$ cat src/rtl/fcs_pkg.sv
package fcs_pkg;
  localparam int NUM_OUT = 10;

  typedef enum logic [2:0] {
    S_IDLE,
    S_RX,
    S_ACK,
    S_TX,
    S_HACK
  } eng_st_e;
endpackage

$ cat src/rtl/scl_sda_sync.sv
module scl_sda_sync #(
  parameter int STAGES = 2
) (
  input  logic clk_i,
  input  logic rst_ni,
  input  logic scl_i,
  input  logic sda_i,
  output logic sda_o,
  output logic scl_rise_o,
  output logic scl_fall_o,
  output logic start_o,
  output logic stop_o
);
  logic [STAGES-1:0] scl_sr, sda_sr;
  logic scl_d, sda_d;
  logic scl_s, sda_s;

  always_ff @(posedge clk_i or negedge rst_ni) begin
    if (!rst_ni) begin
      scl_sr <= '1;
      sda_sr <= '1;
      scl_d  <= 1'b1;
      sda_d  <= 1'b1;
    end else begin
      scl_sr <= {scl_sr[STAGES-2:0], scl_i};
      sda_sr <= {sda_sr[STAGES-2:0], sda_i};
      scl_d  <= scl_s;
      sda_d  <= sda_s;
    end
  end

  assign scl_s      = scl_sr[STAGES-1];
  assign sda_s      = sda_sr[STAGES-1];
  assign sda_o      = sda_s;
  assign scl_rise_o = scl_s & ~scl_d;
  assign scl_fall_o = ~scl_s & scl_d;
  assign start_o    = scl_s & scl_d & sda_d & ~sda_s;
  assign stop_o     = scl_s & scl_d & ~sda_d & sda_s;
endmodule

$ cat src/rtl/blk_cfg_engine.sv
module blk_cfg_engine
  import fcs_pkg::*;
#(
  parameter logic [6:0] DEV_ADDR = 7'h69,
  parameter int         NUM_REGS = 7
) (
  input  logic                  clk_i,
  input  logic                  rst_ni,
  input  logic                  sda_i,
  input  logic                  scl_rise_i,
  input  logic                  scl_fall_i,
  input  logic                  start_i,
  input  logic                  stop_i,
  output logic                  sda_oe_o,
  output logic [NUM_REGS*8-1:0] regs_o
);
  localparam int IDX_W   = $clog2(NUM_REGS + 4);
  localparam int IDX_MAX = NUM_REGS + 3;

  eng_st_e    st_q;
  logic [3:0] cnt_q;
  logic [7:0] sh_q;
  logic [IDX_W-1:0] idx_q;
  logic       rd_q, addr_ph_q, nack_q, oe_q;
  logic [7:0] regs_q [NUM_REGS];
  logic [7:0] rd_byte;
  logic [IDX_W-1:0] idx_nx;

  assign idx_nx = (idx_q == IDX_W'(IDX_MAX)) ? idx_q : idx_q + 1'b1;

  always_comb begin
    rd_byte = 8'hFF;
    if (idx_q == '0) rd_byte = 8'(NUM_REGS);
    for (int k = 0; k < NUM_REGS; k++)
      if (idx_q == IDX_W'(k + 1)) rd_byte = regs_q[k];
  end

  always_ff @(posedge clk_i or negedge rst_ni) begin
    if (!rst_ni) begin
      st_q      <= S_IDLE;
      cnt_q     <= '0;
      sh_q      <= '0;
      idx_q     <= '0;
      rd_q      <= 1'b0;
      addr_ph_q <= 1'b0;
      nack_q    <= 1'b0;
      oe_q      <= 1'b0;
      for (int k = 0; k < NUM_REGS; k++) regs_q[k] <= 8'hFF;
    end else if (start_i) begin
      st_q      <= S_RX;
      addr_ph_q <= 1'b1;
      cnt_q     <= '0;
      idx_q     <= '0;
      oe_q      <= 1'b0;
    end else if (stop_i) begin
      st_q <= S_IDLE;
      oe_q <= 1'b0;
    end else begin
      unique case (st_q)
        S_RX: begin
          if (scl_rise_i) begin
            sh_q  <= {sh_q[6:0], sda_i};
            cnt_q <= cnt_q + 1'b1;
          end else if (scl_fall_i && cnt_q == 4'd8) begin
            if (addr_ph_q) begin
              addr_ph_q <= 1'b0;
              if (sh_q[7:1] == DEV_ADDR) begin
                rd_q <= sh_q[0];
                oe_q <= 1'b1;
                st_q <= S_ACK;
              end else begin
                st_q <= S_IDLE;
              end
            end else begin
              oe_q  <= 1'b1;
              st_q  <= S_ACK;
              idx_q <= idx_nx;
              for (int k = 0; k < NUM_REGS; k++)
                if (idx_q == IDX_W'(k + 2)) regs_q[k] <= sh_q;
            end
          end
        end
        S_ACK: begin
          if (scl_fall_i) begin
            cnt_q <= '0;
            if (rd_q) begin
              sh_q  <= rd_byte;
              oe_q  <= ~rd_byte[7];
              idx_q <= idx_nx;
              st_q  <= S_TX;
            end else begin
              oe_q <= 1'b0;
              st_q <= S_RX;
            end
          end
        end
        S_TX: begin
          if (scl_fall_i) begin
            if (cnt_q == 4'd7) begin
              oe_q <= 1'b0;
              st_q <= S_HACK;
            end else begin
              sh_q  <= {sh_q[6:0], 1'b0};
              oe_q  <= ~sh_q[6];
              cnt_q <= cnt_q + 1'b1;
            end
          end
        end
        S_HACK: begin
          if (scl_rise_i) nack_q <= sda_i;
          else if (scl_fall_i) begin
            if (nack_q) begin
              st_q <= S_IDLE;
            end else begin
              cnt_q <= '0;
              sh_q  <= rd_byte;
              oe_q  <= ~rd_byte[7];
              idx_q <= idx_nx;
              st_q  <= S_TX;
            end
          end
        end
        default: st_q <= S_IDLE;
      endcase
    end
  end

  assign sda_oe_o = oe_q;

  for (genvar g = 0; g < NUM_REGS; g++) begin : g_flat
    assign regs_o[g*8 +: 8] = regs_q[g];
  end
endmodule

$ cat src/rtl/out_gate.sv
module out_gate #(
  parameter int N = 10
) (
  input  logic         clk_i,
  input  logic         rst_ni,
  input  logic         ref_clk_i,
  input  logic [N-1:0] en_i,
  output logic [N-1:0] clk_o
);
  for (genvar g = 0; g < N; g++) begin : g_ch
    logic gate_q;
    // take a new enable only in the low phase of the fanned-out clock
    always_ff @(posedge clk_i or negedge rst_ni) begin
      if (!rst_ni)         gate_q <= 1'b1;
      else if (!ref_clk_i) gate_q <= en_i[g];
    end
    assign clk_o[g] = ref_clk_i & gate_q;
  end
endmodule

$ cat src/rtl/fanout_cfg_slave.sv
module fanout_cfg_slave
  import fcs_pkg::*;
#(
  parameter int         SYNC_STAGES = 2,
  parameter logic [6:0] DEV_ADDR    = 7'h69,
  parameter int         NUM_REGS    = 7
) (
  input  logic               clk_i,
  input  logic               rst_ni,
  input  logic               scl_i,
  input  logic               sda_i,
  output logic               sda_oe_o,
  input  logic               ref_clk_i,
  input  logic               oe_i,
  output logic [NUM_OUT-1:0] clk_o,
  output logic               clk_oe_o
);
  logic sda_s, scl_rise, scl_fall, start_p, stop_p;
  logic [NUM_REGS*8-1:0] regs_flat;
  logic [NUM_OUT-1:0]    en;

  scl_sda_sync #(.STAGES(SYNC_STAGES)) i_sync (
    .clk_i, .rst_ni, .scl_i, .sda_i,
    .sda_o(sda_s), .scl_rise_o(scl_rise), .scl_fall_o(scl_fall),
    .start_o(start_p), .stop_o(stop_p)
  );

  blk_cfg_engine #(.DEV_ADDR(DEV_ADDR), .NUM_REGS(NUM_REGS)) i_eng (
    .clk_i, .rst_ni, .sda_i(sda_s),
    .scl_rise_i(scl_rise), .scl_fall_i(scl_fall),
    .start_i(start_p), .stop_i(stop_p),
    .sda_oe_o, .regs_o(regs_flat)
  );

  // out 9:8 <- reg1[7:6], out 7:4 <- reg2[7:4], out 3:0 <- reg0[3:0]
  assign en = {regs_flat[15:14], regs_flat[23:20], regs_flat[3:0]};

  out_gate #(.N(NUM_OUT)) i_gate (
    .clk_i, .rst_ni, .ref_clk_i, .en_i(en), .clk_o
  );

  assign clk_oe_o = oe_i;
endmodule

$ cat config.mk
export PLATFORM = sky130hd
export DESIGN_NAME = fanout_cfg_slave
export DESIGN_NICKNAME = d
export VERILOG_FILES = /design/src/rtl/fcs_pkg.sv /design/src/rtl/scl_sda_sync.sv /design/src/rtl/blk_cfg_engine.sv /design/src/rtl/out_gate.sv /design/src/rtl/fanout_cfg_slave.sv
export SDC_FILE = /design/constraint.sdc
export NUM_CORES = 1
export LEC_CHECK = 0
export BUFFER_PORTS_ARGS = -buffer_cell sky130_fd_sc_hd__buf_2
export CAP_MARGIN = 20
export CORE_MARGIN = 2
export CORE_UTILIZATION = 30
export CTS_BUF_LIST = sky130_fd_sc_hd__clkbuf_16
export DETAILED_ROUTE_END_ITERATION = 8
export PLACE_DENSITY = 0.51
export SLEW_MARGIN = 5
export SYNTH_ARGS = -nofsm -noshare
export SYNTH_HDL_FRONTEND = slang
export SYNTH_HIERARCHICAL = 1
export SYNTH_SLANG_ARGS = --single-unit
$ cat constraint.sdc
create_clock -name clk_i -period 3.12 [get_ports clk_i]
set_input_delay 0.468 -clock clk_i [delete_from_list [all_inputs] [get_ports clk_i]]
set_output_delay 0.468 -clock clk_i [all_outputs]
set_load 0.01 [all_outputs]
After elaboration in Yosys (flattened, before gate mapping)
Index checks and enable logic that the tools add are counted.
{"block": "totals", "register_bits": 95, "input_bits": 6, "elab_cells": 199}
{"block": "op_classes", "bitwise_logic": 27, "n_addsub": 2, "muxes": 72, "n_reduce_logical": 23, "n_eq_ne": 46}
{"cell": "two-way mux 8 bit", "count": 16}
{"cell": "two-way mux 4 bit", "count": 20}
{"cell": "AND reduction 7 bit", "count": 9}
{"cell": "case mux 8 bit (4 select lines)", "count": 1}
{"cell": "two-way mux 3 bit", "count": 9}
{"cell": "== test 4 x 3 -> 1 bit (second input constant)", "count": 5}
{"cell": "!= test 4 x 1 -> 1 bit (second input constant)", "count": 5}
{"cell": "two-way mux 1 bit", "count": 18}
{"cell": "!= test 3 x 1 -> 1 bit (second input constant)", "count": 6}
{"cell": "AND reduction 9 bit", "count": 2}
{"cell": "bitwise AND 1 bit", "count": 17}
{"cell": "case mux 4 bit (4 select lines)", "count": 1}
{"cell": "== test 4 bit (second input constant)", "count": 3}
{"cell": "!= test 2 x 1 -> 1 bit (second input constant)", "count": 6}
{"cell": "case mux 3 bit (4 select lines)", "count": 1}
{"cell": "case mux 4 bit (3 select lines)", "count": 1}
{"cell": "AND reduction 11 bit", "count": 1}
{"cell": "inverter 1 bit", "count": 10}
{"cell": "AND reduction 10 bit", "count": 1}
{"cell": "!= test 3 x 2 -> 1 bit (second input constant)", "count": 3}
{"cell": "adder 4 x 1 -> 4 bit (second input constant)", "count": 2}
{"cell": "== test 4 x 2 -> 1 bit (second input constant)", "count": 2}
{"cell": "two-way mux 2 bit", "count": 4}
{"cell": "!= test 2 bit (second input constant)", "count": 4}
{"cell": "17 further kinds", "count": 23}

Longest topological paths before layout
Gate-level depths: netlist (run 1).
{"block": "depth", "depth_word": 16, "ltp_mapped": 10, "depth_no_buf": 8}

Hierarchy
Netlist (run 1), hierarchy kept.
{"module": "blk_cfg_engine", "n_inst": 1, "area_each_um2": 4458.0, "cells_each": 417, "seq_area_each_um2": 2047.0}
{"module": "out_gate", "n_inst": 1, "area_each_um2": 491.7, "cells_each": 32, "seq_area_each_um2": 262.8}
{"module": "scl_sda_sync", "n_inst": 1, "area_each_um2": 190.2, "cells_each": 10, "seq_area_each_um2": 157.7}
{"module": "fanout_cfg_slave", "n_inst": 1, "area_each_um2": 7.5, "cells_each": 1, "seq_area_each_um2": 0.0}

Worst setup path before layout (run 1)
No wires, ideal clock.
{"block": "synth_timing", "path_kind": "flip-flop to flip-flop", "from": "register i_sync.scl_d", "to": "register i_eng.regs_q, in the netlist i_eng/regs_o[48]", "setup_ns": 0.082, "arrival_ns": 2.621, "synth_period_minus_slack_ns": 2.704, "n_path_buf": 2, "required_time_ns": 3.038, "setup_slack_ns": 0.416, "path_stages_with_launch": 10, "path_cell_list": "dfstp_2 > nor2b_1 > nand4b_1 > or2_1 > or4_1 > buf_4 > nor2_2 > and3_1 > buf_4 > mux2_2"}
{"block": "synth_between", "word_cells_on_any_way": 13, "classes_between": "bitwise: 11; reduce/logical: 2"}
{"item": "from (decl)", "line_no": "scl_sda_sync.sv:15", "rtl": "logic scl_d, sda_d;"}
{"item": "from (signal assigned)", "line_no": "scl_sda_sync.sv:27", "rtl": "scl_d <= scl_s;"}
{"item": "bitwise AND 1 bit", "line_no": "scl_sda_sync.sv:36", "rtl": "assign scl_fall_o = ~scl_s & scl_d;"}
{"item": "via scl_fall", "line_no": "fanout_cfg_slave.sv:18", "rtl": "logic sda_s, scl_rise, scl_fall, start_p, stop_p;"}
{"item": "logical AND 1 bit", "line_no": "blk_cfg_engine.sv:64", "rtl": "end else if (scl_fall_i && cnt_q == 4'd8) begin"}
{"item": "AND reduction 7 bit (no source line)"}
{"item": "to (signal, indexed assignment)", "line_no": "blk_cfg_engine.sv:79", "rtl": "if (idx_q == IDX_W'(k + 2)) regs_q[k] <= sh_q;"}
{"item": "to (decl)", "line_no": "blk_cfg_engine.sv:25", "rtl": "logic [7:0] regs_q [NUM_REGS];"}
The timed path passes the listed nets, and every way through them passes these cells.
A chain may end at the register's enable or synchronous reset.

Worst setup path in the final report (run 1)
{"block": "layout_timing", "from": "register i_sync.scl_d", "to": "register i_eng.regs_q, in the netlist i_eng/regs_o[49]"}
The elaborated chain is that of the path after synthesis.

==> results.json, run 1 <==
{
  "status": "finished clean",
  "syn_inst": 460,
  "dieArea_sq_um": 18220,
  "p_comb_share_pct": 20.1,
  "via_per_inst": 4.983,
  "dpl_cell_area_sq_um": 5495,
  "cellLeakagePower_nw": 2.437,
  "first_iter_violations": 264,
  "grt_overflow_total": 0,
  "grt_use_total_pct": 14.29,
  "gp_congestion": 0.8092,
  "r2r_slack_ps": 240,
  "die_height_um": 135.0,
  "synth-main-ff-cell": "dfstp_2",
  "synth_top_area_share_pct": 36.75,
  "tns_ps": 0,
  "synth.avg_cell_area_sq_um": 11.19,
  "yosys_warnings": 6,
  "netlist_top_cells_area": "dfstp_2 37%, mux2_2 12%, dfrtp_1 11%",
  "cts-root-buf": "clkbuf_16",
  "final_cell_area_sq_um": 5762,
  "tightest_slew_ps": 794.0,
  "antenna_found_initial": 0,
  "clock_sinks": 95,
  "synth_top_area_cell": "dfstp_2",
  "rsz0062_at_grt": "no",
  "cts_post_setup_buffers_inserted": 0,
  "cp.arrival_ps": 3150,
  "synth_edf_count": 0,
  "crit_slowest_cell": "or4_1",
  "first_pass_iters": 4,
  "async_flop_share_pct": 100.0,
  "crit_family": "simple AND/OR/NAND/NOR gates",
  "syn_to_final_growth_pct": 11.93,
  "placement.io_buffers": 15,
  "relSlewSlack_pct": 45.69,
  "yosysSeqAreaShare_pct": 47.93,
  "grt_max_degree": 59,
  "cts_resized": 0,
  "antenna_cells": 0,
  "finClkSkew_ps": 10.29,
  "start_kind": "flip-flop",
  "synth_common_cells": "72 x dfstp_2, 53 x mux2_2, 30 x nor2_1",
  "clk_path_buf_depth": 2,
  "grt_pass1_vias": 3611,
  "crit_fanout": 8,
  "rows": 47,
  "finalNetCount": 484,
  "ys_types": 64,
  "drt.antenna.violating_nets": 0,
  "cts.htree.levels": 3,
  "p_sw_share_pct": 32.23,
  "sequentialPowerShare_pct": 48.4,
  "power.internal_mw": 2.178,
  "crit_buf_inv": 0,
  "setup_viol": 0,
  "required_ps": 3390,
  "clk_latency_ps": 350,
  "syn_nets": 472,
  "drc": 0,
  "max-cap-violations": 0,
  "path_cells": "nor2b_1 > nand4b_1 > or2_1 > or4_1 > nor2_2 > and3_1 > mux2_2",
  "synth-seq-cells": 95,
  "clk_pin_slew_ps": 60,
  "initial_core_util_pct": 30.82,
  "io_pins": 18,
  "core_area_sq_um": 16700,
  "cts_tree": "done",
  "hold_path.class": "in2async",
  "finalWirelength_um": 12180,
  "p_switching_mw": 1.036,
  "crit_type": "reg2reg",
  "max_freq_mhz": 347.0,
  "power_frac_clock_pct": 31.5,
  "crit_path_end_kind": "flip-flop",
  "numCtsBuffers": 9,
  "final-hold-violation-count": 0,
  "p_per_area_nw_per_um2": 557.8,
  "grt_pass1_wl_um": 20150,
  "fin_crit_sh_pct": 92.36,
  "num_vias": 3473,
  "drive_gt1_share_pct": 43.40,
  "holdBufCountCts": 0,
  "ir_drop_mv": 0.2432,
  "fp.dieW_um": 135.0,
  "min_period_ps": 2882,
  "cpPeakStageDelay_ps": 650,
  "synth.most_common_cell": "dfstp_2",
  "hpwl_um": 8299,
  "synth_area_sq_um": 5147,
  "drv_slew": 0,
  "wl_per_cell_um": 17.47
}
==> area by class of cell <==
type | count | area, sq um
tap | 220 | 275.3
clock inverter | 7 | 41.29
timing repair buffer | 36 | 235.2
multi-input combinational | 316 | 2465
fill | 1667 | 10940
sequential | 95 | 2467
inverter | 14 | 52.55
clock buffer | 9 | 225.2
==> worst register-to-register path, cell delays in order (launching register included) <==
cell      delay [ps]
dfstp_2          540
nor2b_1          180
nand4b_1         170
or2_1            260
or4_1            650
nor2_2           220
and3_1           410
mux2_2           380
==> state kept, by name (all words and copies together) (netlist names) <==
register,count
i_eng/addr_ph_q,1
i_eng/cnt_q,4
i_eng/idx_q,4
i_eng/nack_q,1
i_eng/rd_q,1
i_eng/regs_o,56
i_eng/sda_oe_o,1
i_eng/sh_q,8
i_eng/st_q,3
i_gate/g_ch.gate_q,10
i_sync/scl_d,1
i_sync/scl_sr,2
i_sync/sda_d,1
i_sync/sda_sr,2
==> power by group through the flow <==
stage	combinational [mW]	sequential, mW	clock [mW]
2_1_floorplan	0.599	1.39	0
3_3_place_gp	0.642	1.57	0
3_5_place_dp	0.647	1.58	0
4_1_cts	0.651	1.55	1.05
5_1_grt	0.724	1.58	1.10
6_report	0.646	1.56	1.01
==> metal layers <==
layer | part of all wire, % | global-route usage, % | wire, um | vias up
met1 | 50 | 20.44 | 6060 | 1722
met4 | 1.9 | 5.498 | 233 | 0
li1 | - | - | - | 1670
met2 | 45 | 21.66 | 5444 | 66
met5 | 0 | 0 | 0 | -
met3 | 3.6 | 2.327 | 441 | 15
==> per-stage QoR <==
stage / std cells / total power [mW] / utilization [%] / hold slack (ps) / setup WS, ps
floorplan: 460 / 1.991 / - / 172.4 / 416.4
global placement: 681 / 2.213 / 32.90 / 347.0 / 339.7
detailed placement: 681 / 2.223 / 32.90 / 346.8 / 249.8
CTS: 697 / 3.256 / 34.50 / 208.1 / 249.1
global route: 697 / 3.402 / 34.50 / 205.5 / 53.45
finish: 697 / 3.214 / 34.50 / 197.0 / 238.3
==> path summary, 6_finish.rpt <==
path | start | end | cells past startpoint
hold / removal | rst_ni | i_eng/cnt_q[3]$_DFFE_PN0P_ | 1
max in group asynchronous | rst_ni | i_eng/regs_o[16]$_DFFE_PN1P_ | 2
hold reg to reg | i_sync/sda_sr[0]$_DFF_PN1_ | i_sync/sda_sr[1]$_DFF_PN1_ | 0
setup / recovery | i_sync/scl_d$_DFF_PN1_ | i_eng/regs_o[49]$_DFFE_PN1P_ | 7
min in group clk_i | sda_i | i_sync/sda_sr[0]$_DFF_PN1_ | 1
setup reg to reg | i_sync/scl_d$_DFF_PN1_ | i_eng/regs_o[49]$_DFFE_PN1P_ | 7
==> kinds of logic after synthesis <==
family	share of synthesized area, %
XOR/XNOR	0.6807
buffers and inverters	4.181
AO/OA/AOI/OAI	11.47
adder cells (fa/ha/maj)	1.458
flip-flops	47.93
multiplexers	18.06
AND/OR/NAND/NOR	16.21
==> cells in the final DEF, fill, tap and decap left out, types with 4 or more instances in the layout <==
cell type,synthesis,layout
a2111oi_0,8,8
a21oi_1,20,20
a311oi_1,4,4
and2_1,11,11
buf_2,5,14
buf_4,4,22
clkbuf_16,0,9
dfrtp_1,23,23
dfstp_2,72,72
ha_1,6,6
inv_1,13,15
mux2_2,53,53
mux2_4,20,20
nand2_1,21,21
nand2b_1,12,12
nand3_1,10,10
nor2_1,30,30
nor2b_1,15,15
nor3_1,7,7
nor3b_1,7,7
o21ai_0,22,22
o22ai_1,6,6
Power figures use the tool's default switching activity.
==> inputs of run 2 (changes only) <==
Settings changed: CORE_UTILIZATION 30 to 60, PLACE_DENSITY 0.51 to 0.84.
Clock period 3.12 ns to 3.6 ns, I/O delays scaled along.
==> run 2 against run 1 <==
  * Setup slack improved by 420 ps
  * Via count increased by 4.7%
  * First-iteration DRC count increased by 0.38%
  * Hold slack improved by 91 ps
  * Maximum frequency decreased by 2.0%
  * Sequential share of layout area increased by 1.9 points
  * Clock skew decreased by 2.2 ps
  * Critical path type unchanged
  * Largest power group unchanged
  * Total power decreased by 14%
  * Flip-flop and latch count unchanged
  * Design area decreased by 4.3%
  * Critical path depth increased by 1
==> results.json, run 2 (synthesis results as in run 1) <==
{
  "cellLeakagePower_nw": 2.356,
  "grt_max_degree": 74,
  "p_comb_share_pct": 19.7,
  "ir_drop_mv": 0.2616,
  "tightest_slew_ps": 890.2,
  "drc": 0,
  "first_iter_violations": 265,
  "fp.dieW_um": 96.63,
  "final_common_cell": "dfstp_2",
  "regToRegEndpoint": "i_eng/regs_o[53]$_DFFE_PN1P_",
  "p_per_area_nw_per_um2": 501.6,
  "crit_buf_inv": 1,
  "grt_pass1_vias": 3729,
  "fin_util_pct": 66.74,
  "dpl.cell_count": 551,
  "clk_path_buf_depth": 2,
  "crit_family": "simple AND/OR/NAND/NOR gates",
  "clk_pin_slew_ps": 70,
  "holdBufCountCts": 0,
  "use_met3_pct": 4.841,
  "fin_crit_sh_pct": 81.70,
  "cts_resized": 0,
  "wl_per_cell_um": 19.52,
  "drive_gt1_share_pct": 41.99,
  "power.internal_mw": 1.875,
  "antenna_found_initial": 0,
  "via_per_inst": 6.414,
  "critPathCapture": "i_eng/regs_o[53]$_DFFE_PN1P_",
  "nFillCells": 590,
  "p_total_mw": 2.765,
  "required_ps": 3870,
  "numCtsBuffers": 9,
  "relSlewSlack_pct": 40.65,
  "placement.io_buffers": 15,
  "antenna_cells": 0,
  "rows": 33,
  "final_cell_area_sq_um": 5512,
  "power_frac_clock_pct": 31.9,
  "cpPeakStageDelay_ps": 650,
  "start_kind": "flip-flop",
  "syn_to_final_growth_pct": 7.073,
  "cts_post_setup_buffers_inserted": 0,
  "crit_start": "i_sync/scl_d$_DFF_PN1_",
  "final_cell_mix": "72 x dfstp_2, 53 x mux2_2, 30 x nor2_1",
  "crit_fanout": 8,
  "setup_viol": 0,
  "finClkSkew_ps": 8.082,
  "reg2reg_from": "i_sync/scl_d$_DFF_PN1_",
  "io_pins": 18,
  "largest_reg_flops": 56,
  "cp.depth": 8,
  "max_freq_mhz": 340.0,
  "hold_path.class": "in2reg",
  "p_sw_share_pct": 32.18,
  "grt_use_met1_pct": 34.37,
  "finalWirelength_um": 11070,
  "cp.arrival_ps": 3210,
  "drv_slew": 0,
  "p_switching_mw": 0.8897,
  "grt_overflow_total": 0,
  "core_area_sq_um": 8258,
  "grt_pass1_wl_um": 18830,
  "crit_path_end_kind": "flip-flop",
  "rsz0062_at_grt": "no",
  "final-hold-violation-count": 0,
  "sequentialPowerShare_pct": 48.4,
  "max-cap-violations": 0,
  "r2r_cells": 8,
  "hpwl_um": 7457,
  "setup_slack_ps": 658.9,
  "min_period_ps": 2941,
  "r2r_slack_ps": 660,
  "dpl_cell_area_sq_um": 5239,
  "cts.htree.levels": 3,
  "layoutNonFillerInstCount": 567,
  "use_met2_pct": 39.32,
  "path_cells": "nor2b_1 > buf_4 > nand4b_1 > or2_1 > or4_1 > nor2_2 > and3_1 > mux2_2",
  "tns_ps": 0,
  "crit_type": "reg2reg",
  "status": "finished clean",
  "gp_congestion": 0.9138,
  "num_vias": 3637,
  "clk_latency_ps": 350,
  "crit_slowest_cell": "or4_1",
  "place_ws_ps": 691.9,
  "first_pass_iters": 5,
  "cts_tree": "done",
  "finalNetCount": 469,
  "grt-busiest-layer": "met2",
  "clock_sinks": 95,
  "grt_use_total_pct": 25.00,
  "cts-root-buf": "clkbuf_16",
  "dieArea_sq_um": 9336,
  "whs_ps": 287.5,
  "initial_core_util_pct": 62.33,
  "drt.antenna.violating_nets": 0,
  "die_height_um": 96.63
}
## run 2: cell types whose count changed in the layout (fill, tap and decap cells not counted)
cell        previous run  this run
inv_1                 15        13
clkinvlp_4             1         2
buf_4                 22         7
inv_4                  0         1
## run 2: cell type report
cell class / instances / area (sq um) / area share (%)
Inverter: 14 / 52.55 / 0.9535
Timing Repair Buffer: 21 / 122.6 / 2.225
Tap cell: 105 / 131.4 / 2.384
Clock buffer: 9 / 225.2 / 4.086
Multi-Input combinational cell: 316 / 2465 / 44.72
Sequential cell: 95 / 2467 / 44.77
Clock inverter: 7 / 47.55 / 0.8627
## run 2: power by group through the flow
stage	combinational, mW	sequential (mW)	clock (mW)
2_1_floorplan	0.519	1.21	0
3_3_place_gp	0.514	1.34	0
3_5_place_dp	0.537	1.35	0
4_1_cts	0.541	1.33	0.892
5_1_grt	0.602	1.36	0.949
6_report	0.545	1.34	0.881
## run 2: how the worst min path moves through the flow
stage                                     startpoint                           to  depth (start not counted)
after floorplan                               rst_ni  i_eng/addr_ph_q$_DFFE_PN0P_                          0
after global placement    i_sync/scl_sr[0]$_DFF_PN1_   i_sync/scl_sr[1]$_DFF_PN1_                          0
after detailed placement  i_sync/scl_sr[0]$_DFF_PN1_   i_sync/scl_sr[1]$_DFF_PN1_                          0
after CTS                                      scl_i   i_sync/scl_sr[0]$_DFF_PN1_                          1
after global routing                           scl_i   i_sync/scl_sr[0]$_DFF_PN1_                          1
final                                          scl_i   i_sync/scl_sr[0]$_DFF_PN1_                          1
## run 2: metal layers
layer  wire length (um)  part of all wire [%]
met2               5187                    47
met3                613                   5.5
met5                  0                     0
met4                259                   2.3
met1               5010                    45
==> inputs of run 3 (changes only) <==
Settings changed: ABC_AREA from default to 1, CORE_UTILIZATION 60 to 56, PLACE_DENSITY 0.84 to 0.83.
Clock period 3.6 ns to 2.4 ns, I/O delays scaled along.
==> run 3 against run 2 <==
  * Synthesized area decreased by 3.3%
  * Design area decreased by 0.18%
  * Setup slack got worse by 350 ps
  * Flip-flop and latch count unchanged
  * Maximum frequency increased by 40%
  * Synthesized cell count increased by 38%
  * Hold slack got worse by 200 ps
  * Sequential share of layout area increased by 0.081 points
  * Clock-buffer cell count increased by 1
  * Clock power increased by 70%
  * Die area increased by 3.4%
  * Largest cell class unchanged
==> results.json, run 3 <==
{
  "grt_use_total_pct": 25.75,
  "cts-root-buf": "clkbuf_16",
  "drc": 0,
  "relSlewSlack_pct": 67.77,
  "cellLeakagePower_nw": 2.704,
  "netlist_top_cells_area": "dfstp_2 38%, nand2_1 15%, dfrtp_1 12%",
  "first_iter_violations": 315,
  "drt.antenna.violating_nets": 0,
  "grt_max_degree": 96,
  "status": "finished clean",
  "fin_crit_sh_pct": 87.27,
  "cts.htree.levels": 3,
  "gp_congestion": 0.9411,
  "final-hold-violation-count": 0,
  "largest_reg_flops": 56,
  "tightest_slew_ps": 483.4,
  "path_common_cell": "nand2_1",
  "crit_fanout": 9,
  "clock_sinks": 95,
  "cp.arrival_ps": 2360,
  "io_pins": 18,
  "final_cell_mix": "202 x nand2_1, 81 x inv_1, 72 x dfstp_2",
  "synth-seq-cells": 95,
  "die_height_um": 98.27,
  "dpl_cell_area_sq_um": 5180,
  "fp.dieW_um": 98.27,
  "rows": 34,
  "grt_overflow_total": 0,
  "clk_path_buf_depth": 2,
  "initial_core_util_pct": 57.34,
  "layoutNonFillerInstCount": 768,
  "finalNetCount": 667,
  "antenna_found_initial": 0,
  "crit_family": "simple AND/OR/NAND/NOR gates",
  "num_vias": 4174,
  "grt_pass1_vias": 3995,
  "final_common_cell": "nand2_1",
  "ir_drop_mv": 0.3763,
  "synth_common_cells": "202 x nand2_1, 81 x inv_1, 72 x dfstp_2",
  "crit_start": "i_eng/st_q[0]$_DFFE_PN0P_",
  "grt_pass1_wl_um": 19730,
  "finClkSkew_ps": 4.192,
  "syn_nets": 646,
  "yosys_warnings": 6,
  "ys_types": 32,
  "wl_per_cell_um": 15.11,
  "dieArea_sq_um": 9656,
  "via_per_inst": 5.435,
  "drive_gt1_share_pct": 22.12,
  "max_freq_mhz": 477.4,
  "nFillCells": 731,
  "crit_slowest_cell": "dfrtp_1",
  "start_kind": "flip-flop",
  "syn_to_final_growth_pct": 10.56,
  "final_cell_area_sq_um": 5502,
  "synth.most_common_cell": "nand2_1",
  "cpPeakStageDelay_ps": 360,
  "required_ps": 2660,
  "placement.io_buffers": 15,
  "synth.avg_cell_area_sq_um": 7.849,
  "tns_ps": 0,
  "antenna_cells": 0,
  "drv_slew": 0,
  "syn_inst": 634,
  "rsz0062_at_grt": "no",
  "hpwl_um": 7848,
  "path_cells": "inv_1 > nand3_1 > nand2_1 > nor2_2 > nand2_1 > nand2_1 > nor2_1 > nand3_2 > inv_1 > nor2_1 > a21oi_1",
  "numCtsBuffers": 9,
  "clk_pin_slew_ps": 70,
  "reg2reg_from": "i_eng/st_q[0]$_DFFE_PN0P_",
  "synth_top_area_share_pct": 38.02,
  "finalWirelength_um": 11610,
  "synth-main-ff-cell": "dfstp_2",
  "regArea_sq_um": 2467,
  "crit_path_end_kind": "flip-flop",
  "crit_buf_inv": 2,
  "max-cap-violations": 0,
  "synth_area_sq_um": 4976,
  "multiInputGateArea_sq_um": 2092,
  "first_pass_iters": 5,
  "hold_path.class": "in2async",
  "cts_tree": "done",
  "yosysSeqAreaShare_pct": 49.59,
  "crit_type": "reg2reg",
  "async_flop_share_pct": 100.0,
  "min_period_ps": 2094,
  "p_per_area_nw_per_um2": 820.2,
  "synth_top_area_cell": "dfstp_2",
  "synth_edf_count": 0,
  "setup_viol": 0,
  "clk_latency_ps": 340,
  "dpl.cell_count": 752,
  "core_area_sq_um": 8678
}
-- run 3: changes by cell type after synthesis, moves of 20 or more --
cell,delta
nand2_1,+181
inv_1,+68
mux2_2,-53
o21ai_1,+34
nand3_1,+26
nor2_1,+21
mux2_4,-20
-- run 3: path summary, 6_finish.rpt --
kind | cells past startpoint | endpoint | slack (ps)
hold / removal | 2 | i_eng/sh_q[4]$_DFFE_PN0P_ | 80
min in group clk_i | 1 | i_sync/sda_sr[0]$_DFF_PN1_ | 110
hold reg to reg | 0 | i_sync/sda_sr[1]$_DFF_PN1_ | 360
setup reg to reg | 11 | i_eng/sh_q[2]$_DFFE_PN0P_ | 310
max in group asynchronous | 2 | i_gate/g_ch[3].gate_q$_DFFE_PN1N_ | 1960
setup / recovery | 11 | i_eng/sh_q[2]$_DFFE_PN0P_ | 310
-- run 3: layout make-up --
cell class                      instances  area share, %
Multi-Input combinational cell        440          38.03
Inverter                               84          5.731
Tap cell                              108          2.456
Clock buffer                           10          4.549
Clock inverter                          6          1.160
Timing Repair Buffer                   25          3.229
Sequential cell                        95          44.85
-- run 3: kinds of logic (layout without fill, tap and decap cells) --
kind of cell / Yosys count / count (layout) / synth area share [%]
AOI/OAI and AO/OA: 103 / 103 / 11.11
xor gates and xnor gates: 2 / 2 / 0.3521
adders and majority gates: 6 / 6 / 1.509
buffers and inverters: 99 / 125 / 8.524
DFF: 95 / 95 / 49.58
muxes: 1 / 1 / 0.2012
and+or+nand+nor: 328 / 328 / 28.72
-- run 3: power by group --
| group | leakage, nW | switching (mW) | internal [mW] |
|---|---|---|---|
| registers | 1.05 | 0.0865 | 1.68 |
| clock network | 0.152 | 0.630 | 0.873 |
| logic | 1.50 | 0.867 | 0.377 |
| total | 2.70 | 1.58 | 2.93 |
-- run 3: worst register-to-register path, delay by kind of cell, from the launching register on --
kind / cells / cell delay (ps)
AND/OR/NAND/NOR: 8 / 1080
buffers and inverters: 2 / 450
flip-flops: 1 / 360
AO/OA/AOI/OAI: 1 / 140
-- run 3: layer usage --
layer / up-vias / wire (um) / global-route usage (%)
met5: - / 0 / 0
met4: 0 / 254 / 9.589
met3: 23 / 647 / 3.722
met2: 146 / 5491 / 40.83
met1: 1960 / 5212 / 36.32
li1: 2045 / - / -
-- run 3: what timing repair did --
action,in CTS,in global routing
hold buffers,0,0
setup endpoints to repair,0,11
resized for setup,0,2
buffers inserted,0,0
-- run 3: per-stage QoR --
stage	worst slack [ps]	hold slack, ps	utilization [%]	power [mW]
global route	52.29	105.9	63.39	4.754
CTS	136.0	85.53	63.31	4.496
finish	305.5	83.53	63.39	4.512
floorplan	399.8	64.41	-	2.576
detailed placement	158.2	347.2	59.69	2.976
global placement	183.4	346.6	59.69	2.949
